[config.mk]
export PLATFORM = sky130hd
export DESIGN_NAME = twowire_mem_slave
export DESIGN_NICKNAME = d
export VERILOG_FILES = /design/src/rtl/tw_pkg.sv /design/src/rtl/tw_line_sync.sv /design/src/rtl/tw_addr_ptr.sv /design/src/rtl/tw_tx_shift.sv /design/src/rtl/twowire_mem_slave.sv
export SDC_FILE = /design/constraint.sdc
export NUM_CORES = 1
export LEC_CHECK = 0
export CORE_MARGIN = 1.5
export CORE_UTILIZATION = 57
export DETAILED_ROUTE_END_ITERATION = 6
export DONT_BUFFER_PORTS = 1
export GPL_ROUTABILITY_DRIVEN = 0
export MAX_ROUTING_LAYER = met4
export PLACE_DENSITY = 0.85
export SLEW_MARGIN = 40
export SYNTH_ARGS = -nofsm -noshare
export SYNTH_HDL_FRONTEND = slang
export SYNTH_SLANG_ARGS = --single-unit
[constraint.sdc]
create_clock -name clk_i -period 2.3 [get_ports clk_i]
set_input_delay 0.46 -clock clk_i [delete_from_list [all_inputs] [get_ports clk_i]]
set_output_delay 0.46 -clock clk_i [all_outputs]
set_load 0.02 [all_outputs]
[src/rtl/tw_pkg.sv]
`timescale 1ns/1ps
package tw_pkg;
  localparam int unsigned BYTE_W    = 8;
  localparam int unsigned ADDR_W    = 8;
  localparam int unsigned BIT_CNT_W = $clog2(BYTE_W + 1);

  typedef enum logic [3:0] {
    ST_IDLE,
    ST_DEV,
    ST_ACK_DEV,
    ST_WADR,
    ST_ACK_WADR,
    ST_WDAT,
    ST_ACK_WDAT,
    ST_RDAT,
    ST_MACK
  } state_e;
endpackage

[src/rtl/tw_line_sync.sv]
`timescale 1ns/1ps
module tw_line_sync #(
  parameter int unsigned STAGES = 2
) (
  input  logic clk_i,
  input  logic rst_ni,
  input  logic scl_i,
  input  logic sda_i,
  output logic sda_o,
  output logic scl_rise_o,
  output logic scl_fall_o,
  output logic start_o,
  output logic stop_o
);
  logic [STAGES-1:0] scl_ff, sda_ff;
  logic scl_q, sda_q, scl_s;

  always_ff @(posedge clk_i or negedge rst_ni) begin
    if (!rst_ni) begin
      scl_ff <= '1;
      sda_ff <= '1;
      scl_q  <= 1'b1;
      sda_q  <= 1'b1;
    end else begin
      scl_ff <= {scl_ff[STAGES-2:0], scl_i};
      sda_ff <= {sda_ff[STAGES-2:0], sda_i};
      scl_q  <= scl_ff[STAGES-1];
      sda_q  <= sda_ff[STAGES-1];
    end
  end

  assign scl_s      = scl_ff[STAGES-1];
  assign sda_o      = sda_ff[STAGES-1];
  assign scl_rise_o = scl_s & ~scl_q;
  assign scl_fall_o = ~scl_s & scl_q;
  // conditions only count while SCL stays high across both samples
  assign start_o    = scl_s & scl_q & sda_q & ~sda_o;
  assign stop_o     = scl_s & scl_q & ~sda_q & sda_o;
endmodule

[src/rtl/tw_addr_ptr.sv]
`timescale 1ns/1ps
module tw_addr_ptr #(
  parameter int unsigned W = 8
) (
  input  logic         clk_i,
  input  logic         rst_ni,
  input  logic         load_i,
  input  logic [W-1:0] load_val_i,
  input  logic         inc_i,
  output logic [W-1:0] ptr_o
);
  logic [W-1:0] ptr_q;

  always_ff @(posedge clk_i or negedge rst_ni) begin
    if (!rst_ni)     ptr_q <= '0;
    else if (load_i) ptr_q <= load_val_i;
    else if (inc_i)  ptr_q <= ptr_q + W'(1);  // natural wrap at all-ones
  end

  assign ptr_o = ptr_q;
endmodule

[src/rtl/tw_tx_shift.sv]
`timescale 1ns/1ps
module tw_tx_shift #(
  parameter int unsigned W = 8
) (
  input  logic         clk_i,
  input  logic         rst_ni,
  input  logic         load_i,
  input  logic [W-1:0] load_val_i,
  input  logic         shift_i,
  output logic         msb_o
);
  logic [W-1:0] sr_q;

  always_ff @(posedge clk_i or negedge rst_ni) begin
    if (!rst_ni)      sr_q <= '0;
    else if (load_i)  sr_q <= load_val_i;
    else if (shift_i) sr_q <= {sr_q[W-2:0], 1'b0};
  end

  assign msb_o = sr_q[W-1];
endmodule

[src/rtl/twowire_mem_slave.sv]
`timescale 1ns/1ps
module twowire_mem_slave
  import tw_pkg::*;
#(
  parameter logic [3:0]  DEV_PREFIX  = 4'b1010,
  parameter int unsigned SYNC_STAGES = 2
) (
  input  logic              clk_i,
  input  logic              rst_ni,
  input  logic              scl_i,
  input  logic              sda_i,
  output logic              sda_oe_o,
  input  logic [2:0]        strap_i,
  input  logic              busy_i,
  output logic [ADDR_W-1:0] mem_addr_o,
  output logic [BYTE_W-1:0] mem_wdata_o,
  output logic              mem_wr_o,
  output logic              mem_rd_o,
  input  logic [BYTE_W-1:0] mem_rdata_i,
  output logic              commit_o
);
  localparam logic [BIT_CNT_W-1:0] LAST_BIT = BIT_CNT_W'(BYTE_W);

  logic sda_s, scl_rise_w, scl_fall_w, start_w, stop_w;

  tw_line_sync #(.STAGES(SYNC_STAGES)) u_sync (
    .clk_i      (clk_i),
    .rst_ni     (rst_ni),
    .scl_i      (scl_i),
    .sda_i      (sda_i),
    .sda_o      (sda_s),
    .scl_rise_o (scl_rise_w),
    .scl_fall_o (scl_fall_w),
    .start_o    (start_w),
    .stop_o     (stop_w)
  );

  state_e                st_q;
  logic [BIT_CNT_W-1:0]  cnt_q;
  logic [BYTE_W-1:0]     rx_q;
  logic                  rw_q, oe_q, dirty_q, mack_q;
  logic                  wr_q, rd_q, rd_d_q, commit_q;
  logic [ADDR_W-1:0]     maddr_q;
  logic [BYTE_W-1:0]     wdata_q;

  logic                  byte_done, rx_state, dev_hit;
  logic                  ptr_load, wr_go, rd_go, tx_shift, tx_msb;
  logic [ADDR_W-1:0]     ptr;

  assign byte_done = (cnt_q == LAST_BIT);
  assign rx_state  = (st_q == ST_DEV) || (st_q == ST_WADR) || (st_q == ST_WDAT);
  assign dev_hit   = (rx_q[7:4] == DEV_PREFIX) && (rx_q[3:1] == strap_i) && !busy_i;

  assign ptr_load = (st_q == ST_WADR) && scl_fall_w && byte_done;
  assign wr_go    = (st_q == ST_WDAT) && scl_fall_w && byte_done;
  assign rd_go    = ((st_q == ST_DEV) && scl_fall_w && byte_done && dev_hit && rx_q[0]) ||
                    ((st_q == ST_MACK) && scl_rise_w && !sda_s);
  assign tx_shift = scl_fall_w && (((st_q == ST_ACK_DEV) && rw_q) ||
                                   ((st_q == ST_RDAT) && !byte_done) ||
                                   ((st_q == ST_MACK) && mack_q));

  tw_addr_ptr #(.W(ADDR_W)) u_ptr (
    .clk_i      (clk_i),
    .rst_ni     (rst_ni),
    .load_i     (ptr_load),
    .load_val_i (rx_q[ADDR_W-1:0]),
    .inc_i      (wr_go | rd_go),
    .ptr_o      (ptr)
  );

  tw_tx_shift #(.W(BYTE_W)) u_tx (
    .clk_i      (clk_i),
    .rst_ni     (rst_ni),
    .load_i     (rd_d_q),
    .load_val_i (mem_rdata_i),
    .shift_i    (tx_shift),
    .msb_o      (tx_msb)
  );

  always_ff @(posedge clk_i or negedge rst_ni) begin
    if (!rst_ni) begin
      st_q    <= ST_IDLE;
      cnt_q   <= '0;
      rx_q    <= '0;
      rw_q    <= 1'b0;
      oe_q    <= 1'b0;
      dirty_q <= 1'b0;
      mack_q  <= 1'b0;
    end else if (start_w) begin
      st_q    <= ST_DEV;
      cnt_q   <= '0;
      oe_q    <= 1'b0;
      dirty_q <= 1'b0;
    end else if (stop_w) begin
      st_q    <= ST_IDLE;
      oe_q    <= 1'b0;
      dirty_q <= 1'b0;
    end else begin
      if (rx_state && scl_rise_w && !byte_done) begin
        rx_q  <= {rx_q[BYTE_W-2:0], sda_s};
        cnt_q <= cnt_q + 1'b1;
      end
      case (st_q)
        ST_DEV: if (scl_fall_w && byte_done) begin
          cnt_q <= '0;
          if (dev_hit) begin
            oe_q <= 1'b1;
            rw_q <= rx_q[0];
            st_q <= ST_ACK_DEV;
          end else begin
            st_q <= ST_IDLE;
          end
        end
        ST_WADR: if (scl_fall_w && byte_done) begin
          cnt_q <= '0;
          oe_q  <= 1'b1;
          st_q  <= ST_ACK_WADR;
        end
        ST_WDAT: if (scl_fall_w && byte_done) begin
          cnt_q   <= '0;
          oe_q    <= 1'b1;
          dirty_q <= 1'b1;
          st_q    <= ST_ACK_WDAT;
        end
        ST_ACK_DEV: if (scl_fall_w) begin
          cnt_q <= '0;
          if (rw_q) begin
            oe_q <= ~tx_msb;
            st_q <= ST_RDAT;
          end else begin
            oe_q <= 1'b0;
            st_q <= ST_WADR;
          end
        end
        ST_ACK_WADR, ST_ACK_WDAT: if (scl_fall_w) begin
          cnt_q <= '0;
          oe_q  <= 1'b0;
          st_q  <= ST_WDAT;
        end
        ST_RDAT: begin
          if (scl_rise_w && !byte_done) cnt_q <= cnt_q + 1'b1;
          if (scl_fall_w) begin
            if (byte_done) begin
              oe_q <= 1'b0;
              st_q <= ST_MACK;
            end else begin
              oe_q <= ~tx_msb;
            end
          end
        end
        ST_MACK: begin
          if (scl_rise_w) mack_q <= ~sda_s;
          if (scl_fall_w) begin
            cnt_q <= '0;
            if (mack_q) begin
              oe_q <= ~tx_msb;
              st_q <= ST_RDAT;
            end else begin
              st_q <= ST_IDLE;
            end
          end
        end
        default: ;
      endcase
    end
  end

  always_ff @(posedge clk_i or negedge rst_ni) begin
    if (!rst_ni) begin
      wr_q     <= 1'b0;
      rd_q     <= 1'b0;
      rd_d_q   <= 1'b0;
      commit_q <= 1'b0;
      maddr_q  <= '0;
      wdata_q  <= '0;
    end else begin
      wr_q     <= wr_go;
      rd_q     <= rd_go;
      rd_d_q   <= rd_q;
      commit_q <= stop_w & dirty_q;
      if (wr_go | rd_go) maddr_q <= ptr;
      if (wr_go)         wdata_q <= rx_q;
    end
  end

  assign sda_oe_o    = oe_q;
  assign mem_addr_o  = maddr_q;
  assign mem_wdata_o = wdata_q;
  assign mem_wr_o    = wr_q;
  assign mem_rd_o    = rd_q;
  assign commit_o    = commit_q;
endmodule

# == Yosys cells after proc, flatten, opt, wreduce, memory -nomap -nowiden ==
# Index checks and enable logic that the tools add are counted.
# W data, S select, Z words.
# classes
addsub,2
eq_ne,23
mux,41
bitwise,16
n_reduce_logical,44
# op_table
operator,count
$mux W4,16
$mux W8,4
$ne A4 B4 Y1 const B,7
$pmux W4 S7,1
$logic_and A1 B1 Y1,20
$reduce_and A9 Y1,2
$eq A4 B3 Y1 const B,4
$mux W1,15
$eq A4 B4 Y1 const B,3
$ne A4 B3 Y1 const B,3
$pmux W4 S3,1
$reduce_bool A9 Y1,1
$add A8 B1 Y8 const B,1
$and A1 B1 Y1,8
$eq A4 B2 Y1 const B,2
$reduce_bool A8 Y1,1
$not A1 Y1,7
$mux W3,2
$pmux W1 S6,1
$reduce_bool A3 Y1,2
$logic_or A1 B1 Y1,5
$reduce_and A5 Y1,1
$add A4 B1 Y4 const B,1
$eq A4 B1 Y1 const B,1
other kinds (13),17
# word_totals
regBits,62
input_bits,16

# == Longest topological paths before layout ==
# Gate-level depths: netlist of run 1.
# depth
depth_word,10
ltp_mapped,10
depth_no_buf,8

# == Modules after synthesis ==
# From an unflattened synthesis of run 1, not the netlist that was laid out.
# hier_totals
hier_cells,276
area_unflattened_um2,3163.0
# modules_own_cells
mod,n_inst,cells_per_inst,area_each_um2,seq_area_each_um2
twowire_mem_slave,1,183,2153.3,1001.0
tw_addr_ptr,1,49,450.4,200.2
tw_tx_shift,1,34,369.1,200.2
tw_line_sync,1,10,190.2,157.7

# == Worst setup path before layout of run 1 ==
# Ideal clock, no wire load.
# synth_timing
kind,reg2reg
from,reg cnt_q[0]
to,reg maddr_q[3] (netlist: mem_addr_o[3])
setup_time_ps,128
arrival_ps,2336
path_slack_ps,-163
stages_incl_launch_ff,10
path_cell_list,dfrtp_1 -> inv_1 -> ha_1 -> nand3b_4 -> or4_4 -> or4_4 -> buf_6 -> nand2_4 -> buf_6 -> mux2_1
# synth_via
elab_chain_len,6
# synth_rtl
item,line_no,rtl
start: declaration,twowire_mem_slave.sv:39,logic [BIT_CNT_W-1:0] cnt_q;
start signal: assignment,twowire_mem_slave.sv:101,cnt_q <= cnt_q + 1'b1;
start signal: assignment,twowire_mem_slave.sv:141,if (scl_rise_w && !byte_done) cnt_q <= cnt_q + 1'b1;
$eq A4 B4 Y1 *,twowire_mem_slave.sv:50,assign byte_done = (cnt_q == LAST_BIT);
$logic_and A1 B1 Y1 (3 in series),twowire_mem_slave.sv:56,assign rd_go = ((st_q == ST_DEV) && scl_fall_w && byte_done && dev_hit && rx_q[0]) ||
$logic_or A1 B1 Y1,twowire_mem_slave.sv:56,
$or A1 B1 Y1 *,twowire_mem_slave.sv:181,if (wr_go | rd_go) maddr_q <= ptr;
end signal: assignment,twowire_mem_slave.sv:181,
end: declaration,twowire_mem_slave.sv:43,logic [ADDR_W-1:0] maddr_q;
# Mark *: on every way between the ends. The rest lies on a longest branch, timed or not.
# A chain may end at the register's enable or synchronous reset.

# == Worst setup path after layout of run 1 ==
# layout_timing
from,reg cnt_q[0]
to,reg u_ptr.ptr_q[7] (netlist: u_ptr.ptr_o[7])
# layout_via
elab_chain_len,7
# layout_rtl
item,line_no,rtl
$eq A4 B4 Y1 *,twowire_mem_slave.sv:50,
$logic_and A1 B1 Y1 (3 in series),twowire_mem_slave.sv:56,
$logic_or A1 B1 Y1,twowire_mem_slave.sv:56,
$or A1 B1 Y1,twowire_mem_slave.sv:67,".inc_i (wr_go | rd_go),"
$reduce_bool A2 Y1 (no source line),n/a,
end signal: assignment,tw_addr_ptr.sv:16,else if (load_i) ptr_q <= load_val_i;
end signal: assignment,tw_addr_ptr.sv:17,else if (inc_i) ptr_q <= ptr_q + W'(1);
end: declaration,tw_addr_ptr.sv:12,logic [W-1:0] ptr_q;
# Marked as above.

==> flow_results.org, run 1 <==
** Worst setup path
- Among all stages on the critical path, the largest delay is contributed by sky130_fd_sc_hd__or4_4.
- The worst register-to-register path begins at cnt_q[0]$_DFFE_PN0P_.
- Traced cell by cell, the critical path runs through inv_2 > ha_4 > nand3b_4 > or4_4 > or4_4 > a211oi_2 > xnor2_1 > a21oi_1.
- Logic depth of the worst register-to-register path :: 8
- Type of element capturing the critical path :: flip-flop
- Max stage delay on crit path :: 540 ps
- Highest net fanout along the worst path :: 8
- Register-to-register setup slack :: -20 ps
- Data on the critical path is required at its endpoint by 2520 ps.
- The worst register-to-register path ends at u_ptr.ptr_o[7]$_DFFE_PN0P_.
- Type of the worst setup path :: reg2reg
- STA puts the critical path data arrival time at 2540 ps.
- Most Frequent Cell on Critical Path :: sky130_fd_sc_hd__or4_4
- CP Launch Type :: flip-flop

** Die
- In this run the standard cell core region covers 5170 um2.
- FP Rows :: 26
- Width of the die :: 76.8 um
- The die covers 5900 um2.
- The floorplan step set the die height to 76.8 um.
- During I/O placement, the number of pins put on the boundary was 36.
- Initial Utilization :: 60.0%

** Routing
- After the first detailed-routing iteration, the DRC count stood at 262.
- In the final routed layout, each cell accounts on average for 17.8 um.
- The first detailed-routing pass took 7 iterations.
- Post-DR vias/cell :: 6.16
- The detail route stage leaves a number of antenna-violating nets equal to 0.
- Total detailed-routing wirelength :: 7460 um
- For this run, design rule violations remaining after detail routing come to 1.
- Via count :: 2573

** Place
- The HPWL after detailed placement is 4950 um.
- In this run, placement finished with an instance count of 397.
- Port buffer count :: 0

** Clocking
- Longest Clk Path Bufs :: 2
- Clock tree synthesis found a total of 62 sinks.
- TritonCTS created 9 clock buffers.
- Clock root buffer :: sky130_fd_sc_hd__clkbuf_8
- Clk pin slew, worst setup/hold paths :: 70 ps
- The H-tree was split into 3 levels.
- CTS tree :: done
- Skew-Pair Late Insertion Delay :: 350 ps

** Global route
- Via count of the first global-routing pass :: 2562
- The total overflow left after global routing is 0.
- GR Util All Layers :: 28.5%
- Initial antenna violation count :: 0
- Largest net degree at the start of global routing :: 63
- The first global-routing pass estimated 12400 um of wire.

** Power and ir drop
- Total power after layout :: 2.52 mW
- In this run, the combinational gates consume 9.9% of the power.
- In this run the power density over the cells is 688 nW/um2.
- Summed over all cells, the static leakage comes to 1.73 nW.
- Internal power comes to 1.88 mW.
- Net switching share of the total power :: 25.6%
- Clk network pwr share :: 42.3%
- VDD sags by at most 0.618 mV.
- Net switching power :: 644 uW
- Power share of the sequential group :: 47.8%

** STA
- In this run the tightest slew margin relative to its limit is 59.1%.
- The routed design could run at a clock period as short as 2320 ps.
- The number of hold-slack violations in the final timing report was 0.
- Number of setup violations in the final report :: 1
- Number of max-slew violations in the final report :: 0
- At the pin with the least slew margin, the transition time is 606 ps.
- Setup repair after global routing could not meet its margin everywhere.
- For this run, the top clock speed supported by timing is 0.432 GHz.
- Post-route worst setup slack :: -16.9 ps
- Setup total negative slack on the finished layout was measured at -16.9 ps.
- Worst Skew :: 8.42 ps
- Share of the clock period used by the worst path after layout :: 101%

** Status
- Run status :: finished, violations left
- The checks that failed: DRC, setup timing.

** Worst hold path
- Worst min-delay path endpoint :: u_sync.scl_ff[0]$_DFF_PN1_
- The tightest min-delay check is of the in2reg type.
- Number of cells on the worst hold path :: 0
- In this run the most critical hold path is launched from scl_i.

** Finish
- Non-Filler Instances :: 418
- Top library cells by usage in the layout, fill and taps aside :: sky130_fd_sc_hd__nand2_1 (56), sky130_fd_sc_hd__dfrtp_1 (56), sky130_fd_sc_hd__buf_4 (27), sky130_fd_sc_hd__nor2_1 (19), sky130_fd_sc_hd__a21oi_1 (17)
- In the final layout, the share of cells above drive strength 1 is 23.0%.
- The net count of the finished layout is 362.
- Relative to the synthesized area, the layout overhead comes to 17.9%.
- Once layout is complete, the utilization of the core stands at 70.8%.
- After filler insertion, the fill cell instance count of the layout stands at 347.
- The repair_antennas step left the layout with diodes totalling 0.

** Synth
- The synthesized netlist devotes 20.1% of its cell area to simple gates.
- Number of distinct library cells after synthesis :: 57
- The mapped netlist covers 3110 um2.
- The synthesized netlist devotes 13.7% of its cell area to compound gates.
- Main synth FF type :: sky130_fd_sc_hd__dfrtp_1
- In this run, synthesis produced a sequential element count of 62.
- Post-synth EDFFs :: 0
- Per-instance average area after synthesis :: 9.89 um2
- Post-synthesis sequential area ratio :: 50.2%
- Mux share of post-synthesis cell area :: 9.71%
- Main combinational cell family by area after synthesis :: simple AND/OR/NAND/NOR gates
- For this run, asynchronously set or reset flops after synthesis account for 100%.
- After Yosys synthesis, full adders, half adders and majority gates account for 1.21% of the synthesized area.
- During synthesis, Yosys emitted a total of 0 warnings.
- When the netlist entered floorplanning its net count stood at 333.
- After Yosys synthesis, XOR and XNOR cells account for 2.26% of the synthesized area.
- In the synthesized netlist, the number of instances is 314.

** Run
- Across the run, the number of max-cap violations was 0.
-- power groups by stage --
stage / combinational (mW) / sequential, mW / clock, mW
global placement: 0.188 / 1.21 / 0
floorplan: 0.125 / 1.21 / 0
finish: 0.249 / 1.20 / 1.07
CTS: 0.249 / 1.20 / 1.09
detailed placement: 0.203 / 1.22 / 0
global route: 0.275 / 1.21 / 1.12
-- flip-flops by register name, indices dropped and copies added, names as in the netlist, 2 cells and up --
name	cells
st_q	4
rx_q	8
u_sync.sda_ff	2
cnt_q	4
mem_wdata_o	8
u_sync.scl_ff	2
u_tx.sr_q	8
mem_addr_o	8
u_ptr.ptr_o	8
-- metrics by stage --
step / instance area [um2] / hold slack, ps / setup WS (ps)
after floorplan: 3130 / 164 / -74.2
after global placement: 3340 / 167 / -20.0
after detailed placement: 3340 / 166 / -84.3
after CTS: 3650 / 85.2 / -52.7
after global routing: 3660 / 80.4 / -104
final: 3660 / 96.7 / -16.9
-- worst max path at each step --
stage          cells past startpoint                 start                    endpoint  slack (ps)
2_1_floorplan                      9  cnt_q[0]$_DFFE_PN0P_   mem_addr_o[2]$_DFFE_PN0P_         -70
3_3_place_gp                       7  cnt_q[1]$_DFFE_PN0P_   mem_addr_o[1]$_DFFE_PN0P_         -20
3_5_place_dp                       7  cnt_q[1]$_DFFE_PN0P_   mem_addr_o[1]$_DFFE_PN0P_         -80
4_1_cts                            8  cnt_q[0]$_DFFE_PN0P_  u_ptr.ptr_o[7]$_DFFE_PN0P_         -50
5_1_grt                            8  cnt_q[0]$_DFFE_PN0P_  u_ptr.ptr_o[7]$_DFFE_PN0P_        -100
6_report                           8  cnt_q[0]$_DFFE_PN0P_  u_ptr.ptr_o[7]$_DFFE_PN0P_         -20
-- Yosys cell counts (2+ instances only) --
library cell	n	area share, %
sky130_fd_sc_hd__o221ai_1	2	0.56
sky130_fd_sc_hd__nor3_1	4	0.64
sky130_fd_sc_hd__nand3_1	10	1.6
sky130_fd_sc_hd__nand3b_1	2	0.48
sky130_fd_sc_hd__nor3b_1	2	0.48
sky130_fd_sc_hd__ha_1	3	1.2
sky130_fd_sc_hd__xnor2_1	6	1.7
sky130_fd_sc_hd__a21o_1	2	0.48
sky130_fd_sc_hd__nand4_1	2	0.40
sky130_fd_sc_hd__a211oi_1	2	0.48
sky130_fd_sc_hd__clkbuf_1	8	0.97
sky130_fd_sc_hd__mux2i_1	11	3.5
sky130_fd_sc_hd__buf_1	2	0.24
sky130_fd_sc_hd__nor2_1	19	2.3
sky130_fd_sc_hd__and2_1	2	0.40
sky130_fd_sc_hd__nand2b_1	9	1.8
sky130_fd_sc_hd__xor2_1	2	0.56
sky130_fd_sc_hd__a21oi_1	18	2.9
sky130_fd_sc_hd__o21ai_1	10	1.6
sky130_fd_sc_hd__mux2_1	7	2.5
sky130_fd_sc_hd__or4_4	2	0.73
sky130_fd_sc_hd__buf_6	2	0.73
sky130_fd_sc_hd__dfstp_2	6	5.1
sky130_fd_sc_hd__inv_1	7	0.85
sky130_fd_sc_hd__o21ai_0	10	1.6
sky130_fd_sc_hd__o22ai_1	2	0.40
sky130_fd_sc_hd__mux2_2	10	3.6
sky130_fd_sc_hd__nand2_1	57	6.9
sky130_fd_sc_hd__dfrtp_1	56	45
sky130_fd_sc_hd__a31oi_1	6	1.2
sky130_fd_sc_hd__and3_1	2	0.40
sky130_fd_sc_hd__nor2b_1	6	1.2
-- cell families (layout without fill, tap and decap cells) --
kind of cell	count (synthesis)	count (layout)
fa+ha+maj	3	3
buf+inv	20	53
mux	28	28
compound gates	67	67
xor+xnor	8	8
flops	62	62
simple gates	126	127
-- routing by layer --
layer / vias up / wire, um / global-route usage [%]
met4: 0 / 236 / 15.2
li1: 1178 / - / -
met3: 34 / 535 / 7.26
met2: 118 / 3650 / 44.3
met1: 1243 / 3040 / 34.3
met5: - / 0 / -
-- area by class of cell --
type	count	area, um2	share of cell area, %
clock buffers	9	124	3.38
clock inverters	7	98.8	2.70
inverters	8	30.0	0.820
multi-input cells	233	1520	41.6
flip-flops and latches	62	1560	42.6
well taps	70	87.6	2.39
repair buffers	29	240	6.56
-- critical path, delay by kind of cell, from the launching register on --
family | cells | cell delay, ps
xor gates and xnor gates | 1 | 150
DFF | 1 | 390
buffers and inverters | 1 | 80
and+or+nand+nor | 3 | 1100
AOI/OAI and AO/OA | 2 | 320
adders and majority gates | 1 | 140
-- timing repair --
item / CTS / global route
endpoints found under the setup margin: 9 / 16
cloned: 1 / 0
pin swaps: 3 / 6
hold endpoints to repair: 62 / 0
resized for setup: 7 / 1
buffers inserted: 1 / 1
hold buffers: 2 / 0
No activity file was read; power rests on OpenSTA's default activity.
==> run 2: changes to the inputs <==
--- a/config.mk
+++ b/config.mk
@@ -5,6 +5,7 @@
 export SDC_FILE = /design/constraint.sdc
 export NUM_CORES = 1
 export LEC_CHECK = 0
+export ABC_AREA = 1
 export CORE_MARGIN = 1.5
 export CORE_UTILIZATION = 57
 export DETAILED_ROUTE_END_ITERATION = 6
==> flow_results.org, run 2 <==
** Status
- Run status: completed (was finished, violations left).

** Place
- The pre-CTS setup slack came to 384 ps (was -84.3 ps).
- HPWL after detailed placement :: 4370 um (was 4950 um)
- The number of I/O port buffers was 0 (unchanged).

** Synth
- Cell area after technology mapping :: 3120 um2 (was 3110 um2)
- Post-Synth Simple-Gate Area :: 32.7% (was 20.1%)
- Per-instance average area after synthesis :: 7.90 um2 (was 9.89 um2)
- The multiplexer share of the synthesized area was 0% (was 9.71%).
- The synthesized flop and latch total is 62 (unchanged).
- Post-Synthesis Net Count :: 414 (was 333)
- Main synth FF type :: sky130_fd_sc_hd__dfrtp_1 (unchanged)
- Synth area leader :: sky130_fd_sc_hd__dfrtp_1 (unchanged)
- The area fraction of the dominant cell type after synthesis is 44.9% (was 45.1%).
- Main combinational cell family by area after synthesis :: simple AND/OR/NAND/NOR gates (unchanged)
- Share of synthesized cell area in full adder, half adder and majority cells :: 1.20% (was 1.21%)
- The sequential element share of the synthesized area is 50.0% (was 50.2%).
- Number of distinct library cells after synthesis :: 32 (was 57)
- The area fraction in compound gates after synthesis came to 8.42% (was 13.7%).
- Most common cell in the synthesized netlist :: sky130_fd_sc_hd__nand2_1 (unchanged)
- Post-synth EDFFs :: 0 (unchanged)
- Leading post-synthesis cells by instance count: sky130_fd_sc_hd__nand2_1 (136), sky130_fd_sc_hd__dfrtp_1 (56), sky130_fd_sc_hd__inv_1 (40) (was sky130_fd_sc_hd__nand2_1 (57), sky130_fd_sc_hd__dfrtp_1 (56), sky130_fd_sc_hd__nor2_1 (19)).
- Warnings, synthesis :: 0 (unchanged)
- Fraction of synthesis flops using an asynchronous set or reset pin :: 100% (unchanged)
- The fraction of synthesized cell area in xor and xnor cells came to 1.40% (was 2.26%).
- Biggest area contributors in the synthesized netlist: sky130_fd_sc_hd__dfrtp_1 (45%), sky130_fd_sc_hd__nand2_1 (16%), sky130_fd_sc_hd__nand3_1 (6.3%), sky130_fd_sc_hd__dfstp_2 (5.1%), sky130_fd_sc_hd__inv_1 (4.8%) (was sky130_fd_sc_hd__dfrtp_1 (45%), sky130_fd_sc_hd__nand2_1 (6.9%), sky130_fd_sc_hd__dfstp_2 (5.1%), sky130_fd_sc_hd__mux2_2 (3.6%), sky130_fd_sc_hd__mux2i_1 (3.5%)).
- Post-Synthesis Cells :: 395 (was 314)

** Global route
- Wire length of the first global-routing pass :: 10700 um (was 12400 um)
- Via count of the first global-routing pass :: 2421 (was 2562)
- Sum of overflow across all layers after global routing :: 0 (unchanged)
- The met1 usage in global routing came to 30.4% (was 34.3%).
- Initial antenna violation count :: 0 (unchanged)
- GR Util All Layers :: 23.7% (was 28.5%)
- Routing layer with the top usage in global route :: met2 (unchanged)
- Largest net degree at the start of global routing :: 63 (unchanged)
- The global routing usage on met3 was 6.07% (was 7.26%).
- The met2 usage was 35.2% (was 44.3%).

** Die
- The top-level port count was 36 (unchanged).
- Die area :: 5930 um2 (was 5900 um2)
- Die Span Y :: 77.0 um (was 76.8 um)
- The placeable core region came to 5200 um2 (was 5170 um2).
- Initial Utilization :: 60.0% (about the same)
- The count of standard-cell rows is 26 (unchanged).
- The width of the die came to 77.0 um (was 76.8 um).

** STA
- Worst Skew :: 8.49 ps (was 8.42 ps)
- Top achievable clock speed :: 0.521 GHz (was 0.432 GHz)
- The final count of pins violating max slew is 0 (unchanged).
- Number of setup violations in the final report :: 0 (was 1)
- The tightest slew margin relative to the limit was 75.1% (was 59.1%).
- The final worst setup slack is 381 ps (was -16.9 ps).
- Unrepaired setup endpoints after global routing: no (was yes).
- The share of the clock period used by the worst path is 83.4% (was 101%).
- Number of endpoints with negative hold slack in the final report :: 0 (unchanged)
- The final critical path time including I/O delays and setup came to 1920 ps (was 2320 ps).
- Transition at the pin with the smallest max-transition slack :: 373 ps (was 606 ps)
- Summed negative setup slack over all endpoints :: 0 ps (was -16.9 ps)
- The worst hold-check slack is 121 ps (was 96.7 ps).

** Finish
- Layout net count :: 423 (was 362)
- The number of antenna diodes came to 0 (unchanged).
- Top library cells by usage in the layout, fill and taps aside: sky130_fd_sc_hd__nand2_1 (136), sky130_fd_sc_hd__dfrtp_1 (56), sky130_fd_sc_hd__inv_1 (40), sky130_fd_sc_hd__nand3_1 (39), sky130_fd_sc_hd__o21ai_0 (29) (was sky130_fd_sc_hd__nand2_1 (56), sky130_fd_sc_hd__dfrtp_1 (56), sky130_fd_sc_hd__buf_4 (27), sky130_fd_sc_hd__nor2_1 (19), sky130_fd_sc_hd__a21oi_1 (17)).
- Proportion of layout cells with a drive suffix above 1 :: 12.5% (was 23.0%)
- Most frequent standard cell in the layout excluding fill and tap cells :: sky130_fd_sc_hd__nand2_1
- Fin util :: 66.2% (was 70.8%)
- Area growth syn-to-layout :: 10.3% (was 17.9%)

** Worst setup path
- Type of element capturing the critical path :: flip-flop (unchanged)
- The highest-delay cell along the critical path is sky130_fd_sc_hd__dfrtp_1 (was sky130_fd_sc_hd__or4_4).
- The required time of the worst setup path came to 2530 ps (was 2520 ps).
- Crit path arrival time :: 2140 ps (was 2540 ps)
- Critical path depth :: 11 (was 8)
- The startpoint of the lowest-slack register-to-register path is cnt_q[0]$_DFFE_PN0P_ (unchanged).
- WP buf/inv :: 3 (was 1)
- The type of element launching the critical path is a flip-flop (unchanged).
- CP delay by family, top :: simple AND/OR/NAND/NOR gates (unchanged)
- Logic depth of the worst register-to-register path :: 11 (was 8)
- Cells along the critical path :: inv_1 > ha_1 > nand2_1 > nor2_2 > nand2_2 > nor2_2 > inv_2 > nand3_4 > inv_2 > nand2_1 > o21ai_2 (was inv_2 > ha_4 > nand3b_4 > or4_4 > or4_4 > a211oi_2 > xnor2_1 > a21oi_1)
- RR Endpoint :: mem_addr_o[3]$_DFFE_PN0P_ (was u_ptr.ptr_o[7]$_DFFE_PN0P_)
- Type of the worst setup path :: reg2reg (unchanged)
- The maximum fanout encountered on the critical timing path came to 18 (was 8).
- Max stage delay on crit path :: 420 ps (was 540 ps)
- The setup slack on the worst flop-to-flop path came to 380 ps (was -20 ps).

** Routing
- The total iterations of the first detailed-routing run is 5 (was 7).
- The average detailed-routed wire length per instance came to 13.0 um (was 17.8 um).
- The remaining design rule violation count came to 0 (was 1).
- Post-DR vias/cell :: 5.33 (was 6.16)
- Via count :: 2547 (was 2573)
- Drt initial violations :: 168 (was 262)
- The remaining antenna violation count came to 0 (unchanged).
- Total detailed-routing wirelength :: 6210 um (was 7460 um)

** Clocking
- The clock buffer count from CTS was 9 (unchanged).
- Clk pin slew, worst setup/hold paths :: 70 ps (about the same)
- The buffer type at the clock tree root was sky130_fd_sc_hd__clkbuf_8 (unchanged).
- The number of instances resized during post-cts repair is 0 (was 7).
- The level count of the clock H-tree was 3 (unchanged).
- Skew-Pair Late Insertion Delay :: 340 ps (was 350 ps)
- Post-cts hold buffer count :: 2 (unchanged)
- CTS tree :: done (unchanged)
- The number of buffers added for setup after CTS was 0 (was 1).
- The count of clock tree sinks was 62 (unchanged).
- Longest Clk Path Bufs :: 2 (unchanged)

** Power and ir drop
- The sequential cell fraction of total power was 46.3% (was 47.8%).
- Cell Int Power :: 2.06 mW (was 1.88 mW)
- Highest ir drop seen on vdd :: 0.529 mV (was 0.618 mV)
- Cell leakage power :: 1.75 nW (was 1.73 nW)
- The switching fraction of total power came to 31.2% (was 25.6%).
- The total power divided by cell area was 870 nW/um2 (was 688 nW/um2).
- Net switching power :: 936 uW (was 644 uW)
- Total power after layout :: 3.00 mW (was 2.52 mW)
- The fraction of power consumed by the clock network is 34.4% (was 42.3%).
- The combinational fraction of design power was 19.3% (was 9.9%).

** Worst hold path
- Worst min-delay path endpoint :: u_sync.sda_ff[0]$_DFF_PN1_ (was u_sync.scl_ff[0]$_DFF_PN1_)
- Worst Hold Launch :: sda_i (was scl_i)
- Number of cells on the worst hold path :: 0 (unchanged)
- Min-Delay Path Class :: in2reg (unchanged)

** Run
- The number of violations of the max-capacitance limit was 0 (unchanged).
## run 2: changes by cell type in the layout (fill, tap and decap cells not counted), moves of 9 or more
cell and change:
sky130_fd_sc_hd__nand2_1 +80, sky130_fd_sc_hd__buf_4 -25, sky130_fd_sc_hd__inv_1 +35, sky130_fd_sc_hd__nand3_1 +29, sky130_fd_sc_hd__o21ai_0 +19, sky130_fd_sc_hd__a21oi_1 -12
sky130_fd_sc_hd__mux2i_1 -11, sky130_fd_sc_hd__mux2_2 -10, sky130_fd_sc_hd__nand2b_1 -9
## run 2: per-layer routing
layer / vias up / share of wire, %
li1: 1289 / -
met1: 1165 / 48
met2: 79 / 45
met3: 14 / 5.6
met4: 0 / 1.9
met5: - / 0
## run 2: power groups by stage
stage / clock network [mW] / registers (mW) / logic [mW]
floorplan: 0 / 1.38 / 0.451
global placement: 0 / 1.40 / 0.523
detailed placement: 0 / 1.41 / 0.545
CTS: 1.05 / 1.39 / 0.578
global route: 1.10 / 1.41 / 0.671
finish: 1.03 / 1.39 / 0.577
## run 2: through the flow
step	cell area, um2	std cells
4_1_cts	3440	478
6_report	3440	478
5_1_grt	3440	478
2_1_floorplan	3120	395
3_5_place_dp	3190	461
3_3_place_gp	3190	461
## run 2: area by class of cell
type	instances	area, um2
sequential	62	1560
clock buffer	12	145
fill	418	1760
multi-input combinational	283	1370
tap	70	87.6
clock inverter	3	68.8
timing repair buffer	4	52.6
inverter	44	165
## run 2: how the worst max path moves through the flow
stage | start | endpoint | slack, ps
floorplan | cnt_q[0]$_DFFE_PN0P_ | mem_addr_o[6]$_DFFE_PN0P_ | 590
global placement | cnt_q[0]$_DFFE_PN0P_ | u_ptr.ptr_o[7]$_DFFE_PN0P_ | 490
detailed placement | cnt_q[0]$_DFFE_PN0P_ | mem_addr_o[3]$_DFFE_PN0P_ | 380
CTS | cnt_q[0]$_DFFE_PN0P_ | mem_addr_o[3]$_DFFE_PN0P_ | 370
global route | cnt_q[0]$_DFFE_PN0P_ | u_ptr.ptr_o[4]$_DFFE_PN0P_ | 150
finish | cnt_q[0]$_DFFE_PN0P_ | mem_addr_o[3]$_DFFE_PN0P_ | 380
## run 2: kinds of logic after synthesis
family	after synthesis
simple gates	229
flops	62
buf+inv	50
compound gates	46
xor+xnor	5
fa+ha+maj	3
